`config.mk`:
```
export PLATFORM = sky130hd
export DESIGN_NAME = mctl_seq
export DESIGN_NICKNAME = d
export VERILOG_FILES = /design/src/rtl/mctl_pkg.sv /design/src/rtl/mctl_sync.sv /design/src/rtl/mctl_halt_fsm.sv /design/src/rtl/mctl_lock.sv /design/src/rtl/mctl_seq.sv
export SDC_FILE = /design/constraint.sdc
export NUM_CORES = 1
export LEC_CHECK = 0
export BUFFER_PORTS_ARGS = -buffer_cell sky130_fd_sc_hd__buf_4
export CORE_AREA = 2 2 39 41
export DETAILED_ROUTE_END_ITERATION = 6
export DIE_AREA = 0 0 41 43
export PLACE_DENSITY = 0.9
export SKIP_LAST_GASP = 1
export SLEW_MARGIN = 20
export SYNTH_ARGS = -nofsm -noshare
export SYNTH_HDL_FRONTEND = slang
export SYNTH_SLANG_ARGS = --single-unit
```
`constraint.sdc`:
```
create_clock -name clk -period 3.7 [get_ports clk]
set_input_delay 0.74 -clock clk [delete_from_list [all_inputs] [get_ports clk]]
set_output_delay 0.74 -clock clk [all_outputs]
set_load 0.005 [all_outputs]
```
`src/rtl/mctl_pkg.sv`:
```
// Package: shared encodings for the machine control sequencer.
// Assumes a 4-bit decoded operation code supplied by the core's decoder.
package mctl_pkg;

    localparam int OP_W  = 4;
    localparam int ESC_W = 6;

    typedef enum logic [OP_W-1:0] {
        OP_NOP  = 4'd0,
        OP_STC  = 4'd1,
        OP_CLC  = 4'd2,
        OP_CMC  = 4'd3,
        OP_WAIT = 4'd4,
        OP_HLT  = 4'd5,
        OP_ESC  = 4'd6
    } op_e;

    typedef enum logic [1:0] {
        ST_RUN  = 2'd0,
        ST_HALT = 2'd1,
        ST_DMA  = 2'd2
    } run_state_e;

endpackage

```
`src/rtl/mctl_sync.sv`:
```
// Module: mctl_sync
// Multi-flop synchronizer for one asynchronous level input.
// Assumes STAGES >= 2. Reset loads RST_VAL into every stage.
module mctl_sync #(
    parameter int   STAGES  = 2,
    parameter logic RST_VAL = 1'b1
) (
    input  logic clk,
    input  logic rst_n,
    input  logic d_async,
    output logic q_sync
);

    logic [STAGES-1:0] chain;

    // Shift the asynchronous level through the flop chain.
    always_ff @(posedge clk) begin
        if (!rst_n) begin
            chain <= {STAGES{RST_VAL}};
        end else begin
            chain <= {chain[STAGES-2:0], d_async};
        end
    end

    assign q_sync = chain[STAGES-1];

endmodule

```
`src/rtl/mctl_halt_fsm.sv`:
```
// Module: mctl_halt_fsm
// Run / halt / bus-release state machine.
// Assumes hlt_go is asserted only for a halt operation completing while running.
// In halt, an interrupt has priority over a DMA request. In bus release, the
// interrupt is ignored until the DMA request drops and halt resumes.
module mctl_halt_fsm
    import mctl_pkg::*;
(
    input  logic clk,
    input  logic rst_n,
    input  logic hlt_go,
    input  logic irq,
    input  logic dma_req,
    output logic running,
    output logic halted,
    output logic dma_grant
);

    run_state_e state_q, state_d;

    // Next-state selection for the run / halt / bus-release cycle.
    always_comb begin
        state_d = state_q;
        unique case (state_q)
            ST_RUN:  if (hlt_go) state_d = ST_HALT;
            ST_HALT: begin
                if (irq)          state_d = ST_RUN;
                else if (dma_req) state_d = ST_DMA;
            end
            ST_DMA:  if (!dma_req) state_d = ST_HALT;
            default: state_d = ST_RUN;
        endcase
    end

    // State register; reset always resumes execution.
    always_ff @(posedge clk) begin
        if (!rst_n) state_q <= ST_RUN;
        else        state_q <= state_d;
    end

    assign running   = (state_q == ST_RUN);
    assign halted    = (state_q == ST_HALT);
    assign dma_grant = (state_q == ST_DMA);

    AST_HALT_STAYS: assert property (@(posedge clk) disable iff (!rst_n)
        (halted && !irq && !dma_req) |=> halted) else $error("halt left without cause");
    AST_IRQ_EXIT: assert property (@(posedge clk) disable iff (!rst_n)
        (halted && irq) |=> running) else $error("irq did not leave halt");
    AST_DMA_RETURN: assert property (@(posedge clk) disable iff (!rst_n)
        (dma_grant && !dma_req) |=> halted) else $error("no return to halt after dma");
    AST_ONE_STATE: assert property (@(posedge clk) disable iff (!rst_n)
        $onehot({running, halted, dma_grant})) else $error("state decode broken");

endmodule

```
`src/rtl/mctl_lock.sv`:
```
// Module: mctl_lock
// Active-low bus lock pin with hold across a run of locked operations.
// Assumes op_done marks completion of a presented operation and irq_take marks
// an interrupt accepted at an instruction boundary.
module mctl_lock (
    input  logic clk,
    input  logic rst_n,
    input  logic running,
    input  logic op_valid,
    input  logic lock_pfx,
    input  logic op_done,
    input  logic irq_take,
    output logic lock_n
);

    logic hold_q;
    logic lock_now;

    assign lock_now = running && op_valid && lock_pfx;

    // Remember that the last completed operation was locked, until the run ends.
    always_ff @(posedge clk) begin
        if (!rst_n) begin
            hold_q <= 1'b0;
        end else if (!running || irq_take) begin
            hold_q <= 1'b0;
        end else if (op_done) begin
            hold_q <= lock_pfx;
        end
    end

    // The pin is released at once when an unlocked operation is presented.
    assign lock_n = !(lock_now || (hold_q && !(op_valid && !lock_pfx)));

    AST_LOCK_HOLD: assert property (@(posedge clk) disable iff (!rst_n)
        (op_done && lock_pfx && running) |=> (!lock_n || (op_valid && !lock_pfx) || !running))
        else $error("lock dropped inside run");
    AST_LOCK_IRQ_RELEASE: assert property (@(posedge clk) disable iff (!rst_n)
        (irq_take && !op_valid) |=> (lock_n || op_valid)) else $error("lock kept after irq");
    AST_LOCK_UNLOCKED: assert property (@(posedge clk) disable iff (!rst_n)
        (op_valid && !lock_pfx) |-> lock_n) else $error("lock low on unlocked op");

endmodule

```
`src/rtl/mctl_seq.sv`:
```
// Module: mctl_seq (top)
// Machine control sequencer: carry flag operations, wait on the busy line,
// halt with interrupt / DMA / reset exit, bus lock pin and coprocessor escape.
// Assumes the core holds a presented operation while stall is high.
module mctl_seq
    import mctl_pkg::*;
#(
    parameter int SYNC_STAGES = 2
) (
    input  logic             clk,
    input  logic             rst_n,
    input  logic             op_valid,
    input  logic [OP_W-1:0]  op_code,
    input  logic             lock_pfx,
    input  logic [ESC_W-1:0] esc_field,
    input  logic             busy_n,
    input  logic             irq,
    input  logic             dma_req,
    output logic             carry,
    output logic             stall,
    output logic             halted,
    output logic             dma_grant,
    output logic             lock_n,
    output logic             cop_strobe,
    output logic [ESC_W-1:0] cop_opcode
);

    op_e  op;
    logic busy_ok;
    logic running;
    logic wait_block;
    logic op_done;
    logic irq_take;

    assign op = op_e'(op_code);

    mctl_sync #(.STAGES(SYNC_STAGES), .RST_VAL(1'b1)) i_busy_sync (
        .clk     (clk),
        .rst_n   (rst_n),
        .d_async (busy_n),
        .q_sync  (busy_ok)
    );

    // Completion and stall decode for the presented operation.
    always_comb begin
        wait_block = running && op_valid && (op == OP_WAIT) && !busy_ok;
        op_done    = running && op_valid && !wait_block;
        irq_take   = running && !op_valid && irq;
        stall      = !running || wait_block;
    end

    mctl_halt_fsm i_halt (
        .clk       (clk),
        .rst_n     (rst_n),
        .hlt_go    (op_done && (op == OP_HLT)),
        .irq       (irq),
        .dma_req   (dma_req),
        .running   (running),
        .halted    (halted),
        .dma_grant (dma_grant)
    );

    mctl_lock i_lock (
        .clk      (clk),
        .rst_n    (rst_n),
        .running  (running),
        .op_valid (op_valid),
        .lock_pfx (lock_pfx),
        .op_done  (op_done),
        .irq_take (irq_take),
        .lock_n   (lock_n)
    );

    // Carry flag register updated by completed carry operations.
    always_ff @(posedge clk) begin
        if (!rst_n) begin
            carry <= 1'b0;
        end else if (op_done) begin
            case (op)
                OP_STC:  carry <= 1'b1;
                OP_CLC:  carry <= 1'b0;
                OP_CMC:  carry <= !carry;
                default: carry <= carry;
            endcase
        end
    end

    // Coprocessor strobe and opcode capture for a completed escape.
    always_ff @(posedge clk) begin
        if (!rst_n) begin
            cop_strobe <= 1'b0;
            cop_opcode <= '0;
        end else begin
            cop_strobe <= op_done && (op == OP_ESC);
            if (op_done && (op == OP_ESC)) cop_opcode <= esc_field;
        end
    end

    AST_SET_CARRY: assert property (@(posedge clk) disable iff (!rst_n)
        (op_done && op == OP_STC) |=> carry) else $error("carry not set");
    AST_CMC_FLIPS: assert property (@(posedge clk) disable iff (!rst_n)
        (op_done && op == OP_CMC) |=> (carry != $past(carry))) else $error("carry not inverted");
    AST_WAIT_HOLDS: assert property (@(posedge clk) disable iff (!rst_n)
        (op_valid && op == OP_WAIT && !busy_ok && !halted && !dma_grant) |-> stall)
        else $error("wait passed while busy");
    AST_ESC_PULSE: assert property (@(posedge clk) disable iff (!rst_n)
        (op_done && op == OP_ESC) |=> (cop_strobe && cop_opcode == $past(esc_field)))
        else $error("escape not passed");
    AST_HALT_FREEZE: assert property (@(posedge clk) disable iff (!rst_n)
        (halted || dma_grant) |=> $stable(carry)) else $error("carry moved in halt");
    AST_NOP_QUIET: assert property (@(posedge clk) disable iff (!rst_n)
        (op_done && op_code == 4'd0) |=> ($stable(carry) && !cop_strobe)) else $error("nop had effect");
    AST_RESET_STATE: assert property (@(posedge clk)
        !rst_n |=> (!carry && lock_n && !halted && !dma_grant && !cop_strobe))
        else $error("reset state wrong");

endmodule

```
==> results.toml <==
[global_route]
grt_max_degree = 15
globalRouteOverflowTotal = 0
grt_pass1_wl_mm = 1.88
antenna_found_initial = 0
vias_in_the_first_global_route = 471
gr-usage-all-layers = 0.160

[timing]
report.final.slew_viol_count = 0
fin_ws_ps = 1070
worst-slew-pin-transition_ps = 704
f_max_mhz = 380
finalCriticalPeriod_ps = 2630
rsz0062_at_grt = "false"
timing_hold_violations_final = 0
period_share = 0.711
slew-limit-headroom = 0.530
fin_worst_skew_ps = 0.277
setup_viol = 0
fin_setup_tns_ps = 0

[die]
floorplan.core_area_um2 = 1380
ioPinCount = 29
initial_util = 0.429
die-height_um = 43
floorplan.rows = 14
fp.dieW_um = 41
die_area_um2 = 1760

[synth]
yosysSeqAreaShare = 0.439
post_synth_inst_count = 66
async_flop_share = 0
syn-mean-instance-area_um2 = 8.99
net_count_synth = 83
synth_cell_type_count = 26
ys.flop_type = "dfxtp_1"
count_of_synthesis_stage_warnings_from_yosys = 0
postSynthRegisterBits = 13
total_standard_cell_area_after_synthesis_um2 = 593
synth_edf_count = 0

[cells_and_area]
syn_to_final_growth_pct = 41.1
nets = 113
drive_gt1_frac = 0.368
mostFrequentLayoutCell = "buf_4"
diodes_inserted = 0
final_cell_mix = "buf_4, dfxtp_1, o21ai_0, nand3_1, a21boi_0"

[job]
maxCapViolCount = 0

[clock_tree]
cts-buffers-inserted = 3
number_of_buffers_inserted_by_post_cts_setup_repair = 0
htreeDepth = 1
cts_resized = 0
holdBufCountCts = 0
cts_num_sinks = 13
cts.clk_slew.worst_paths_ps = 80
clockBufferDepth = 2
clk_latency_ps = 270
cts.root.buffer_cell = "clkbuf_4"
cts_tree = "built"

[power]
irDropWorstVdd_mv = 0.141
power_density_nw_per_um2 = 320
leakage_nw = 0.368

[min_path]
min_path_type = "flip-flop to flip-flop"
min_from = "i_busy_sync.chain[0]"

[route]
first_iter_violations = 5
drt_pass1_iterations = 4
route.detailed.wl_per_inst_um = 11.5
final_antenna_net_count = 0
vias_per_cell = 5.19
final_routed_drc_violation_total = 0
detail_route.wirelength_mm = 1.28
vias = 576

[setup_path]
critPathCaptureType = "output port"
worstSetupStartpointType = "input port"
setup.worst_path.class = "input port to output port"
cp_data_arrival_time_ps = 1890
critPathMaxFanout = 10
worst_setup_path_startpoint = "op_code[3]"
critical_path.reg2reg.startpoint = "i_halt.state_q[0]"
critPathRequiredTime_ps = 2960

[placement]
place_hpwl_um = 969
dp_slack_ps = 1100
place_congestion = 0.637
port-buffer-count = 28

[run_status]
outcome = "completed"
==> report_power, final <==
part / total (mW) / leakage [nW] / internal, mW / switching, mW
sequential: 0.144 / 0.106 / 0.143 / 0.00139
clock: 0.0870 / 0.0150 / 0.0418 / 0.0452
combinational: 0.0363 / 0.247 / 0.0209 / 0.0154
total: 0.268 / 0.368 / 0.205 / 0.0620
==> area by class of cell <==
type / count / area, um2
Timing Repair Buffer: 28 / 210
Inverter: 3 / 11.3
Tap cell: 16 / 20.0
Sequential cell: 13 / 260
Multi-Input combinational cell: 47 / 309
Clock buffer: 4 / 26.3
Fill cell: 142 / 547
==> critical path: stages <==
cell and delay, ps:
buf_4 110, or4b_1 630, o21ai_0 260, buf_4 150
==> sequential cells by signal, summed over array words and instances, names as in the netlist <==
| register | count |
|---|---|
| i_busy_sync.chain | 2 |
| cop_opcode | 6 |
| i_lock.hold_q | 1 |
| cop_strobe | 1 |
| i_halt.state_q | 2 |
| carry | 1 |
==> Yosys cell counts, types with 2 or more instances <==
master | number | share of area
a21oi_1 | 2 | 0.017
nor4b_2 | 2 | 0.051
a21boi_0 | 6 | 0.076
inv_1 | 3 | 0.019
nand3_1 | 6 | 0.051
nor2_1 | 2 | 0.013
nand4_1 | 2 | 0.021
clkbuf_1 | 2 | 0.013
o21ai_0 | 8 | 0.068
nand2b_1 | 4 | 0.042
nand2_1 | 2 | 0.013
dfxtp_1 | 13 | 0.44
==> routing by layer <==
metal | global-route usage | vias up | part of all wire
li1 | - | 296 | -
met4 | 0.120 | 0 | 0.020
met2 | 0.234 | 23 | 0.45
met1 | 0.195 | 253 | 0.44
met3 | 0.0314 | 4 | 0.082
met5 | 0 | - | 0
==> final timing paths <==
check             slack, ps                   end  cells past startpoint
hold reg to reg         410  i_busy_sync.chain[1]                      1
hold / removal          410  i_busy_sync.chain[1]                      1
setup / recovery       1070                 stall                      4
setup reg to reg       2180         i_lock.hold_q                      3
==> stage by stage <==
step	util	instances	instance area (um2)	power, mW	hold slack, ps
after CTS	0.605	111	837	0.272	414
after floorplan	-	66	593	0.162	386
after global placement	0.586	107	811	0.183	389
after detailed placement	0.586	107	811	0.184	395
after global routing	0.605	111	837	0.282	429
final	0.605	111	837	0.268	411
==> cell families after synthesis <==
kind of cell / share of synthesized area
simple gates: 0.287
flops: 0.439
mux: 0.0169
compound gates: 0.217
buf+inv: 0.0401
Power figures use the tool's default switching activity.
